## src/rtl/pwm_pkg.sv

```systemverilog
package pwm_pkg;
  localparam int PS_W  = 6;
  localparam int CNT_W = 10;
  localparam int DATA_W = 32;

  typedef enum logic [1:0] {
    REG_CTRL = 2'd0,
    REG_DUTY = 2'd1,
    REG_PER  = 2'd2,
    REG_NONE = 2'd3
  } reg_sel_e;

  typedef struct packed {
    logic             sd;   // abrupt stop
    logic [PS_W-1:0]  ps;
    logic             fd;   // full duty
    logic [CNT_W-1:0] dc;
    logic [CNT_W-1:0] pv;
  } ch_cfg_t;
endpackage

```

## src/rtl/pwm_regs.sv

```systemverilog
module pwm_regs
  import pwm_pkg::*;
#(
  parameter int NUM_CH = 2,
  parameter int ADDR_W = 8
) (
  input  logic                          clk_i,
  input  logic                          rst_ni,
  input  logic [ADDR_W-1:0]             addr_i,
  input  logic                          we_i,
  input  logic [DATA_W-1:0]             wdata_i,
  output logic [DATA_W-1:0]             rdata_o,
  output ch_cfg_t [NUM_CH-1:0]          cfg_o
);
  localparam int CH_BIT = 4;
  localparam int HI_LSB = CH_BIT + 1;

  logic     hit;
  logic     ch_sel;
  reg_sel_e reg_sel;
  logic     unused_bits;

  assign ch_sel  = addr_i[CH_BIT];
  assign reg_sel = reg_sel_e'(addr_i[3:2]);
  assign hit     = (addr_i[ADDR_W-1:HI_LSB] == '0) && (int'(ch_sel) < NUM_CH);
  assign unused_bits = ^{wdata_i[DATA_W-1:CNT_W+1], addr_i[1:0]};

  for (genvar i = 0; i < NUM_CH; i++) begin : g_ch
    logic wr;
    assign wr = we_i && hit && (int'(ch_sel) == i);
    always_ff @(posedge clk_i or negedge rst_ni) begin
      if (!rst_ni) begin
        cfg_o[i] <= '0;
      end else if (wr) begin
        unique case (reg_sel)
          REG_CTRL: begin
            cfg_o[i].ps <= wdata_i[PS_W-1:0];
            cfg_o[i].sd <= wdata_i[PS_W];
          end
          REG_DUTY: begin
            cfg_o[i].dc <= wdata_i[CNT_W-1:0];
            cfg_o[i].fd <= wdata_i[CNT_W];
          end
          REG_PER:  cfg_o[i].pv <= wdata_i[CNT_W-1:0];
          default:  ;
        endcase
      end
    end
  end

  always_comb begin
    rdata_o = '0;
    for (int i = 0; i < NUM_CH; i++) begin
      if (hit && (int'(ch_sel) == i)) begin
        unique case (reg_sel)
          REG_CTRL: rdata_o = DATA_W'({cfg_o[i].sd, cfg_o[i].ps});
          REG_DUTY: rdata_o = DATA_W'({cfg_o[i].fd, cfg_o[i].dc});
          REG_PER:  rdata_o = DATA_W'(cfg_o[i].pv);
          default:  rdata_o = '0;
        endcase
      end
    end
  end
endmodule

```

## src/rtl/pwm_prescale.sv

```systemverilog
module pwm_prescale #(
  parameter int W = 6
) (
  input  logic         clk_i,
  input  logic         rst_ni,
  input  logic         clr_i,
  input  logic         run_i,
  input  logic [W-1:0] lim_i,
  output logic         tick_o
);
  logic [W-1:0] cnt_q;

  assign tick_o = run_i && (cnt_q == lim_i);

  always_ff @(posedge clk_i or negedge rst_ni) begin
    if (!rst_ni)     cnt_q <= '0;
    else if (clr_i)  cnt_q <= '0;
    else if (tick_o) cnt_q <= '0;
    else if (run_i)  cnt_q <= cnt_q + 1'b1;
  end
endmodule

```

## src/rtl/pwm_chan.sv

```systemverilog
module pwm_chan
  import pwm_pkg::*;
(
  input  logic    clk_i,
  input  logic    rst_ni,
  input  logic    en_i,
  input  ch_cfg_t cfg_i,
  output logic    pwm_o,
  output logic    run_o,
  output logic    pend_o
);
  logic             run_q;
  logic [PS_W-1:0]  a_ps;
  logic [CNT_W-1:0] a_dc, a_pv, per_q;
  logic             a_fd;
  logic             tick, start, stop_now;

  assign start    = !run_q && en_i;
  assign stop_now = run_q && !en_i && cfg_i.sd;
  assign pend_o   = tick && (per_q == a_pv);
  assign run_o    = run_q;
  assign pwm_o    = run_q && (a_fd || (per_q < a_dc));

  pwm_prescale #(.W(PS_W)) u_pre (
    .clk_i  (clk_i),
    .rst_ni (rst_ni),
    .clr_i  (start || stop_now),
    .run_i  (run_q),
    .lim_i  (a_ps),
    .tick_o (tick)
  );

  always_ff @(posedge clk_i or negedge rst_ni) begin
    if (!rst_ni) begin
      run_q <= 1'b0;
      per_q <= '0;
      a_ps  <= '0;
      a_dc  <= '0;
      a_pv  <= '0;
      a_fd  <= 1'b0;
    end else if (start) begin
      run_q <= 1'b1;
      per_q <= '0;
      a_ps  <= cfg_i.ps;
      a_dc  <= cfg_i.dc;
      a_pv  <= cfg_i.pv;
      a_fd  <= cfg_i.fd;
    end else if (stop_now) begin
      run_q <= 1'b0;
      per_q <= '0;
    end else if (pend_o) begin
      per_q <= '0;
      if (en_i) begin
        a_ps <= cfg_i.ps;
        a_dc <= cfg_i.dc;
        a_pv <= cfg_i.pv;
        a_fd <= cfg_i.fd;
      end else begin
        run_q <= 1'b0;
      end
    end else if (tick) begin
      per_q <= per_q + 1'b1;
    end
  end
endmodule

```

## src/rtl/pwm_ctrl.sv

```systemverilog
module pwm_ctrl
  import pwm_pkg::*;
#(
  parameter int NUM_CH = 2,
  parameter int ADDR_W = 8
) (
  input  logic              clk_i,
  input  logic              rst_ni,
  input  logic [ADDR_W-1:0] addr_i,
  input  logic              we_i,
  input  logic [31:0]       wdata_i,
  output logic [31:0]       rdata_o,
  input  logic [NUM_CH-1:0] ch_en_i,
  output logic [NUM_CH-1:0] pwm_o
);
  ch_cfg_t [NUM_CH-1:0] cfg;
  logic [NUM_CH-1:0]    run_w, pend_w, sd_w;

  pwm_regs #(.NUM_CH(NUM_CH), .ADDR_W(ADDR_W)) u_regs (
    .clk_i   (clk_i),
    .rst_ni  (rst_ni),
    .addr_i  (addr_i),
    .we_i    (we_i),
    .wdata_i (wdata_i),
    .rdata_o (rdata_o),
    .cfg_o   (cfg)
  );

  for (genvar i = 0; i < NUM_CH; i++) begin : g_ch
    assign sd_w[i] = cfg[i].sd;
    pwm_chan u_chan (
      .clk_i  (clk_i),
      .rst_ni (rst_ni),
      .en_i   (ch_en_i[i]),
      .cfg_i  (cfg[i]),
      .pwm_o  (pwm_o[i]),
      .run_o  (run_w[i]),
      .pend_o (pend_w[i])
    );
  end
endmodule

```

## config.mk

```make
export PLATFORM = sky130hd
export DESIGN_NAME = pwm_ctrl
export DESIGN_NICKNAME = d
export VERILOG_FILES = /design/src/rtl/pwm_pkg.sv /design/src/rtl/pwm_regs.sv /design/src/rtl/pwm_prescale.sv /design/src/rtl/pwm_chan.sv /design/src/rtl/pwm_ctrl.sv
export SDC_FILE = /design/constraint.sdc
export NUM_CORES = 1
export LEC_CHECK = 0
export BUFFER_PORTS_ARGS = -buffer_cell sky130_fd_sc_hd__buf_2
export CAP_MARGIN = 40
export CORE_MARGIN = 3
export CORE_UTILIZATION = 35
export CTS_CLUSTER_DIAMETER = 30
export DETAILED_ROUTE_END_ITERATION = 8
export MAX_ROUTING_LAYER = met4
export PLACE_DENSITY = 0.53
export SETUP_SLACK_MARGIN = 0.05
export SLEW_MARGIN = 20
export SYNTH_ARGS = -nofsm -noshare
export SYNTH_HDL_FRONTEND = slang
export SYNTH_SLANG_ARGS = --single-unit
```

## constraint.sdc

```tcl
create_clock -name clk_i -period 4.6 [get_ports clk_i]
set_clock_uncertainty 0.05 [all_clocks]
set_input_delay 0.92 -clock clk_i [delete_from_list [all_inputs] [get_ports clk_i]]
set_output_delay 0.92 -clock clk_i [all_outputs]
set_load 0.02 [all_outputs]
```

# Yosys cells after proc, flatten, opt, wreduce, memory -nomap -nowiden

Index checks and enable logic that the tools add are counted.
Widths: inputs -> output; s select.

$lt $le $gt $ge: 2
Equality and inequality tests: 10
Reductions and logical operators: 47
Bitwise gates (word level): 1
Multiplexer cells: 58
Add/sub/neg operators: 4

Operator list:

| kind                  | number |
|---|---|
| $mux 10               | 24 |
| $mux 6                | 14 |
| $pmux 11 s3           | 2 |
| $mux 32               | 2 |
| $add 10x1->10 const B | 2 |
| $eq 10x10->1          | 2 |
| $lt 10x10->1          | 2 |
| $logic_and 1x1->1     | 17 |
| $mux 1                | 16 |
| $reduce_and 2->1      | 8 |
| $add 6x1->6 const B   | 2 |
| $eq 6x6->1            | 2 |
| $reduce_bool 3->1     | 4 |
| $reduce_bool 2->1     | 4 |
| $reduce_bool 4->1     | 2 |
| $ne 3x1->1 const B    | 2 |
| $reduce_and 3->1      | 2 |
| $logic_not 1->1       | 4 |
| $logic_or 1x1->1      | 4 |
| $ne 2x1->1 const B    | 2 |
| $logic_not 3->1       | 1 |
| $eq 2x1->1 const B    | 1 |
| $eq 2x2->1 const B    | 1 |
| $logic_not 2->1       | 1 |
| $not 1->1             | 1 |

Input port bits: 45
Logic and storage cells: 146
Register bits: 144
Output and inout bits: 34

# Longest topological paths before layout

Gate-level depths: netlist of the first run.

Depth in word-level cells: 6
Gate-level depth with buffers: 8
Mapped depth without buffers: 7

# By module

Synthesis of the first run repeated with hierarchy kept, for this count alone.

Cells, all modules: 772
Area, all modules: 8450.6 um2

Modules (own cells, without submodules):

| module                    | times used | sequential area each (um2) | area an instance (um2) | cells each |
|---|---|---|---|---|
| pwm_regs                  | 1          | 1401.3                     | 2882.8                 | 207 |
| pwm_chan (g_ch[1].u_chan) | 1          | 950.9                      | 2807.7                 | 331 |
| pwm_chan (g_ch[0].u_chan) | 1          | 950.9                      | 1991.9                 | 156 |
| pwm_prescale              | 2          | 150.1                      | 384.1                  | 39 |

# Least setup slack after synthesis of the first run

No wires, ideal clock.

Path type: input-to-output
From: in addr_i[2]
To: out rdata_o[7]
Setup slack: 1.521 ns
Stages: 5
Data required time: 3.630 ns
Data arrival time: 2.109 ns
Path buffers: 2
Cell sequence: clkbuf_1 nor2b_1 clkbuf_1 a22oi_1 o22ai_1

Longest elaborated chain between the ends: 4
Elaborated cells between the ends (all ways): 7
Classes of those cells: eq/ne: 2; mux: 4; reduce/logical: 1

Ends and longest elaborated chain:

| item                               | RTL line       | source |
|---|---|---|
| from (decl)                        | pwm_ctrl.sv:9  | `input logic [ADDR_W-1:0] addr_i,` |
| $eq 2x2->1 (tied with other cells) | pwm_regs.sv:55 | `unique case (reg_sel)` |
| $pmux 11 s3                        | pwm_regs.sv:55 |  |
| $mux 32                            | pwm_regs.sv:54 | `if (hit && (int'(ch_sel) == i)) begin` |
| $mux 32 (*)                        | pwm_regs.sv:54 |  |
| to (decl)                          | pwm_ctrl.sv:12 | `output logic [31:0] rdata_o,` |

Every way passes the cells marked *; elsewhere a longest branch is shown, timed or not.

# Worst setup path in the final report of the first run

From: in addr_i[2]
To: out rdata_o[6]

The elaborated chain is that of the path after synthesis.

==> impl_metrics.tcl, run 1 <==
set metrics [dict create \
    status "complete, no violations" \
    grt_pass1_vias 7044 \
    wl_um 24200 \
    rows 57 \
    crit_top_cell "buf_2" \
    path_class "in2out" \
    synth_area_per_cell_sq_um 9.36 \
    yosys.area_share.simple_pct 24.9 \
    cts_inserted_buffers 17 \
    synth.most_common_cell "dfrtp_1" \
    drt-initial-drc-count 919 \
    cts_tree "built" \
    leakagePower_nw 4.33 \
    vias_per_cell 5.75 \
    clockRootBuffer "clkbuf_16" \
    cts_max_path_buffers 2 \
    fin_tns_setup_ns 0 \
    fmaxAchievable_mhz 271 \
    period_needed_ns 3.69 \
    clkSlewWorstSetupHoldPaths_ns 0.06 \
    worstPathArrival_ns 2.72 \
    maxCapViolCount 0 \
    fin_crit_sh_pct 80.1 \
    syn_inst 949 \
    dieArea_sq_mm 0.0273 \
    tightest_slew_ns 0.847 \
    synth_top_area_share_pct 40.5 \
    cp_top_family "buffers and inverters" \
    cts.sinks 144 \
    synth_top_family_by_area "simple AND/OR/NAND/NOR gates" \
    h-tree-depth 4 \
    cts_resized 0 \
    cp-start-kind "input pin" \
    dp_cells 1252 \
    grt_setup_unrepaired "false" \
    ios 79 \
    hold_viol 0 \
    vias 7393 \
    cp_slowest_cell "nor2b_1" \
    synthMuxAreaShare_pct 8.67 \
    synth_compound_area_share_pct 12.3 \
    ctsHoldBuffers 0 \
    ant_nets 0 \
    final-setup-viol-count 0 \
    finalNonFillerCells 1286 \
    end_kind "output port" \
    finalNetCount 1015 \
    grt_max_degree 71 \
    post_cts_buffers 0 \
    drt_pass1_iterations 6 \
    die_height_um 165 \
    netlist_area_sq_mm 0.00889 \
    synth-seq-cells 144 \
    yosys_warnings 0 \
    p_int_mw 2.50 \
    die_w_um 165 \
    synth-async-reset-ratio_pct 100 \
    ys_seq_area_share_pct 40.5 \
    place_congestion 0.780 \
    switchingPower_mw 1.06 \
    cp_cell_sequence "buf_2, nor2b_1, buf_4, a21oi_1, o22ai_1, buf_2" \
    grt_overflow 0 \
    synthTopCellsByCount "144 x dfrtp_1, 104 x nand2_1, 89 x nand3_1, 56 x and2_1, 56 x mux2_2" \
    fp.coreArea_sq_mm 0.0246 \
    pwr_density_cell_mw_per_mm2 361 \
    worst_skew_pair.late_latency_ns 0.42 \
    synth_top_cell_by_area "dfrtp_1" \
    wire_per_inst_um 18.8 \
    drv_slew 0 \
    antenna_found_initial 1 \
    p_seq_share_pct 44.3 \
    dpl.hpwl_um 16100 \
    p_comb_share_pct 16.5 \
    drive_above_1_share_pct 16.2 \
    start_util_pct 36.1 \
    peakVddDrop_mv 0.229 \
    yosys.area_share.adder_pct 3.10 \
    synth-edff-count 0 \
    maxSlewHeadroom_pct 43.6 \
    synth_xor_area_share_pct 3.94 \
    drc 0 \
    ys_types 53 \
    path_max_fanout 17 \
    grt_pass1_wl_um 39500 \
    synth_area_leaders "dfrtp_1 41%, mux2_2 7.1%, a222oi_1 6.1%" \
    path_buf_inv 3 \
    area_growth_pct 10.8 \
    switching_share_pct 29.7 \
    port_buffers 34 \
    slowest_delay_ns 0.57 \
    clkPwrFrac_pct 39.2 \
    grtUsageTotal_pct 18.8 \
    critPathRequiredTime_ns 3.63 \
    holdCritPathClass "in2async" \
    nFillCells 2416 \
    synth_top_flop_cell "dfrtp_1" \
]
area by class of cell:
class / instances / area [sq um] / area share [%]
Multi-Input combinational cell: 708 / 4790 / 48.6
Sequential cell: 144 / 3600 / 36.6
Clock buffer: 20 / 457 / 4.64
Tap cell: 324 / 405 / 4.12
Timing Repair Buffer: 55 / 370 / 3.76
Clock inverter: 12 / 135 / 1.37
Inverter: 22 / 82.6 / 0.839
Antenna cell: 1 / 2.50 / 0.0254
flip-flops by register name, indices dropped and copies added, names as in the netlist:
| signal | count |
|---|---|
| g_ch.u_chan.a_ps | 12 |
| g_ch.u_chan.per_q | 20 |
| g_ch.u_chan.a_fd | 2 |
| g_ch.u_chan.a_pv | 20 |
| u_regs.cfg_o | 56 |
| g_ch.u_chan.a_dc | 20 |
| g_ch.u_chan.run_o | 2 |
| g_ch.u_chan.u_pre.cnt_q | 12 |
final timing paths:
path / from / endpoint / slack [ns] / depth (start not counted)
hold / removal: rst_ni / g_ch[1].u_chan.per_q[9] / 0.32 / 1
hold reg to reg: g_ch[1].u_chan.a_fd / g_ch[1].u_chan.a_fd / 0.50 / 2
max in group asynchronous: rst_ni / u_regs.cfg_o[2] / 3.14 / 3
min in group clk_i: g_ch[1].u_chan.a_fd / g_ch[1].u_chan.a_fd / 0.50 / 2
setup / recovery: addr_i[2] / rdata_o[6] / 0.91 / 6
setup reg to reg: g_ch[0].u_chan.per_q[8] / g_ch[0].u_chan.run_o / 1.87 / 6
kinds of logic after synthesis:
kind of cell             after synthesis
AO/OA/AOI/OAI                        145
XOR/XNOR                              40
adder cells (fa/ha/maj)               22
buffers and inverters                117
flip-flops                           144
multiplexers                          70
other                                  1
AND/OR/NAND/NOR                      410
layout by cell type, fill, tap and decap left out, drive strengths merged, types with 19 or more instances in the layout:
master and count:
nand3 90, and2 56, mux2 56, xor2 26, a222oi 54, o21ai 19, clkbuf 20, dfrtp 144
nor2 24, a21oi 32, inv 23, or3 29, ha 22, buf 55, nand2 104, conb 21
nand4 41
stage by stage:
stage / hold WS, ns / setup slack (ns) / utilization [%] / power (mW) / cell area, sq um
after floorplan: 0.423 / 1.52 / - / 2.01 / 8960
after global placement: 0.495 / 0.957 / 37.3 / 2.17 / 9180
after detailed placement: 0.499 / 0.924 / 37.5 / 2.19 / 9230
after CTS: 0.325 / 0.916 / 39.9 / 3.59 / 9820
after global routing: 0.336 / 0.827 / 40.0 / 3.75 / 9840
final: 0.318 / 0.913 / 40.0 / 3.56 / 9840
power groups by stage:
stage | sequential, mW | combinational (mW) | clock [mW]
final | 1.58 | 0.589 | 1.39
after global routing | 1.60 | 0.677 | 1.48
after CTS | 1.58 | 0.592 | 1.42
after detailed placement | 1.60 | 0.589 | 0
after global placement | 1.60 | 0.574 | 0
after floorplan | 1.53 | 0.479 | 0
routing by layer:
metal / track usage [%] / part of all wire, % / vias to the layer above
li1: - / - / 3481
met1: 27.6 / 50 / 3688
met2: 27.2 / 45 / 198
met3: 2.77 / 4.3 / 26
met4: 5.14 / 1.5 / 0
met5: - / 0 / -
Note: power is estimated with default switching activity, not from simulation.
==> run 2, diff against run 1 <==
--- a/config.mk
+++ b/config.mk
@@ -12,7 +12,7 @@
 export CTS_CLUSTER_DIAMETER = 30
 export DETAILED_ROUTE_END_ITERATION = 8
 export MAX_ROUTING_LAYER = met4
-export PLACE_DENSITY = 0.53
+export PLACE_DENSITY = 0.54
 export SETUP_SLACK_MARGIN = 0.05
 export SLEW_MARGIN = 20
 export SYNTH_ARGS = -nofsm -noshare
==> constraint.sdc (replaced) <==
create_clock -name clk_i -period 3 [get_ports clk_i]
set_clock_uncertainty 0.05 [all_clocks]
set_input_delay 0.6 -clock clk_i [delete_from_list [all_inputs] [get_ports clk_i]]
set_output_delay 0.6 -clock clk_i [all_outputs]
set_load 0.02 [all_outputs]
==> impl_metrics.tcl, run 2 (synthesized netlist as in run 1, its figures left out) <==
set metrics [dict create \
    dr_wl_met2_um 10700 \
    critPathRequiredTime_ns 2.35 \
    top_layer "met4" \
    finalNetCount 1026 \
    cts_tree "built" \
    fp.coreArea_sq_mm 0.0246 \
    drt-initial-drc-count 770 \
    rrSetupSlack_ns 0.62 \
    grt_max_degree 65 \
    wl_met1_um 12300 \
    drc 0 \
    wire_per_inst_um 18.8 \
    final-setup-viol-count 0 \
    mostFrequentLayoutCells "140 x dfrtp_1, 104 x nand2_1, 89 x nand3_1, 56 x and2_1, 56 x mux2_2" \
    h-tree-depth 4 \
    finalPower_mw 5.53 \
    ios 79 \
    place_congestion 0.775 \
    diodes 0 \
    hold_viol 0 \
    dpl.hpwl_um 16400 \
    maxSlewHeadroom_pct 50.2 \
    finalNonFillerCells 1296 \
    fin_tns_setup_ns 0 \
    fin_crit_sh_pct 93.4 \
    clkSlewWorstSetupHoldPaths_ns 0.06 \
    cp_slowest_cell "dfrtp_2" \
    ctsHoldBuffers 0 \
    wl_met3_um 1060 \
    clockRootBuffer "clkbuf_16" \
    grt_setup_unrepaired "false" \
    largest_register_ffs 56 \
    nFillCells 2403 \
    fmaxAchievable_mhz 357 \
    rows 57 \
    die_height_um 165 \
    period_needed_ns 2.80 \
    cp-start-kind "register" \
    port_buffers 34 \
    die_w_um 165 \
    path_max_fanout 9 \
    worst_skew_pair.late_latency_ns 0.43 \
    slowest_delay_ns 0.47 \
    end_kind "output port" \
    multi_input_area_sq_mm 0.00481 \
    holdCritPathClass "in2async" \
    area_growth_pct 12.1 \
    drive_above_1_share_pct 17.8 \
    start_util_pct 36.1 \
    status "complete, no violations" \
    grtUsageTotal_pct 18.8 \
    peakVddDrop_mv 0.392 \
    cp_cell_sequence "ha_1, a21o_1, a221oi_2, a21oi_1, o21bai_1, buf_4" \
    cts_max_path_buffers 2 \
    vias 7424 \
    drt_pass1_iterations 7 \
    cts.sinks 144 \
    grt_pass1_vias 7002 \
    worstPathArrival_ns 2.15 \
    drv_slew 0 \
    pwr_density_cell_mw_per_mm2 555 \
    regArea_sq_mm 0.00361 \
    vias_per_cell 5.73 \
    path_class "reg2out" \
    dieArea_sq_mm 0.0273 \
    ant_nets 0 \
    layout_commonest_cell "dfrtp_1" \
    leakagePower_nw 4.40 \
    tightest_slew_ns 0.746 \
    dp_cells 1262 \
    maxCapViolCount 0 \
    max_flop_register "u_regs.cfg_o" \
    grt_pass1_wl_um 39600 \
    antenna_found_initial 0 \
    final_core_util_pct 40.5 \
    cts_inserted_buffers 17 \
    grt_overflow 0 \
    wl_um 24400 \
]
==> run 2: changes by cell type in the layout (fill, tap and decap cells not counted), moves of 2 or more <==
cell | before | now
o21ai_2 | 0 | 3
dfrtp_2 | 0 | 4
dfrtp_1 | 144 | 140
buf_2 | 33 | 31
clkinvlp_4 | 4 | 1
clkinv_2 | 2 | 4
buf_12 | 1 | 3
clkbuf_1 | 1 | 3
buf_4 | 18 | 31
o21ai_0 | 18 | 16
==> run 2: path summary, 6_finish.rpt <==
check                                               from                       endpoint  depth (start not counted)
max reg2reg                      g_ch[1].u_chan.per_q[8]         g_ch[1].u_chan.a_ps[5]                          6
max                              g_ch[1].u_chan.per_q[5]                       pwm_o[1]                          6
max in group asynchronous                         rst_ni        g_ch[1].u_chan.per_q[5]                          2
min                                               rst_ni        g_ch[1].u_chan.per_q[9]                          1
min reg2reg                g_ch[0].u_chan.u_pre.cnt_q[1]  g_ch[0].u_chan.u_pre.cnt_q[1]                          2
min in group clk_i                            wdata_i[9]               u_regs.cfg_o[19]                          2
==> run 2: critical path, delay by kind of cell, from the launching register on <==
kind | cells | cell delay [ns]
AO/OA/AOI/OAI | 4 | 0.74
buffers and inverters | 1 | 0.18
flip-flops | 1 | 0.47
adder cells (fa/ha/maj) | 1 | 0.34
==> run 2: cell type report <==
type	instances	area share, %
inverters	22	0.829
flip-flops and latches	144	36.2
repair buffers	66	4.61
clock buffers	22	4.66
clock inverters	10	1.36
multi-input cells	708	48.3
well taps	324	4.07
==> run 2: metrics by stage <==
step	hold WS (ns)	instance area (sq um)	setup slack (ns)
3_3_place_gp	0.477	9320	0.337
4_1_cts	0.137	9920	0.0567
3_5_place_dp	0.486	9320	0.317
2_1_floorplan	0.254	8960	0.561
5_1_grt	0.174	9960	0.0268
6_report	0.130	9960	0.197
==> run 2: routing by layer <==
| metal | vias to the layer above | GRT usage, % |
|---|---|---|
| met3 | 23 | 2.79 |
| met5 | - | - |
| met1 | 3666 | 27.5 |
| li1 | 3520 | - |
| met4 | 0 | 5.37 |
| met2 | 215 | 27.1 |
==> run 2: where the power goes <==
group          switching, mW  internal, mW  total (mW)
combinational          0.497         0.424       0.921
sequential             0.264          2.15        2.41
clock                  0.850          1.35        2.20
==> run 2: what timing repair did <==
| action | in CTS | in global routing |
|---|---|---|
| resized for setup | 2 | 10 |
| pin swaps | 0 | 3 |
| cloned | 0 | 0 |
| setup endpoints to repair | 2 | 2 |
| setup buffers | 0 | 2 |
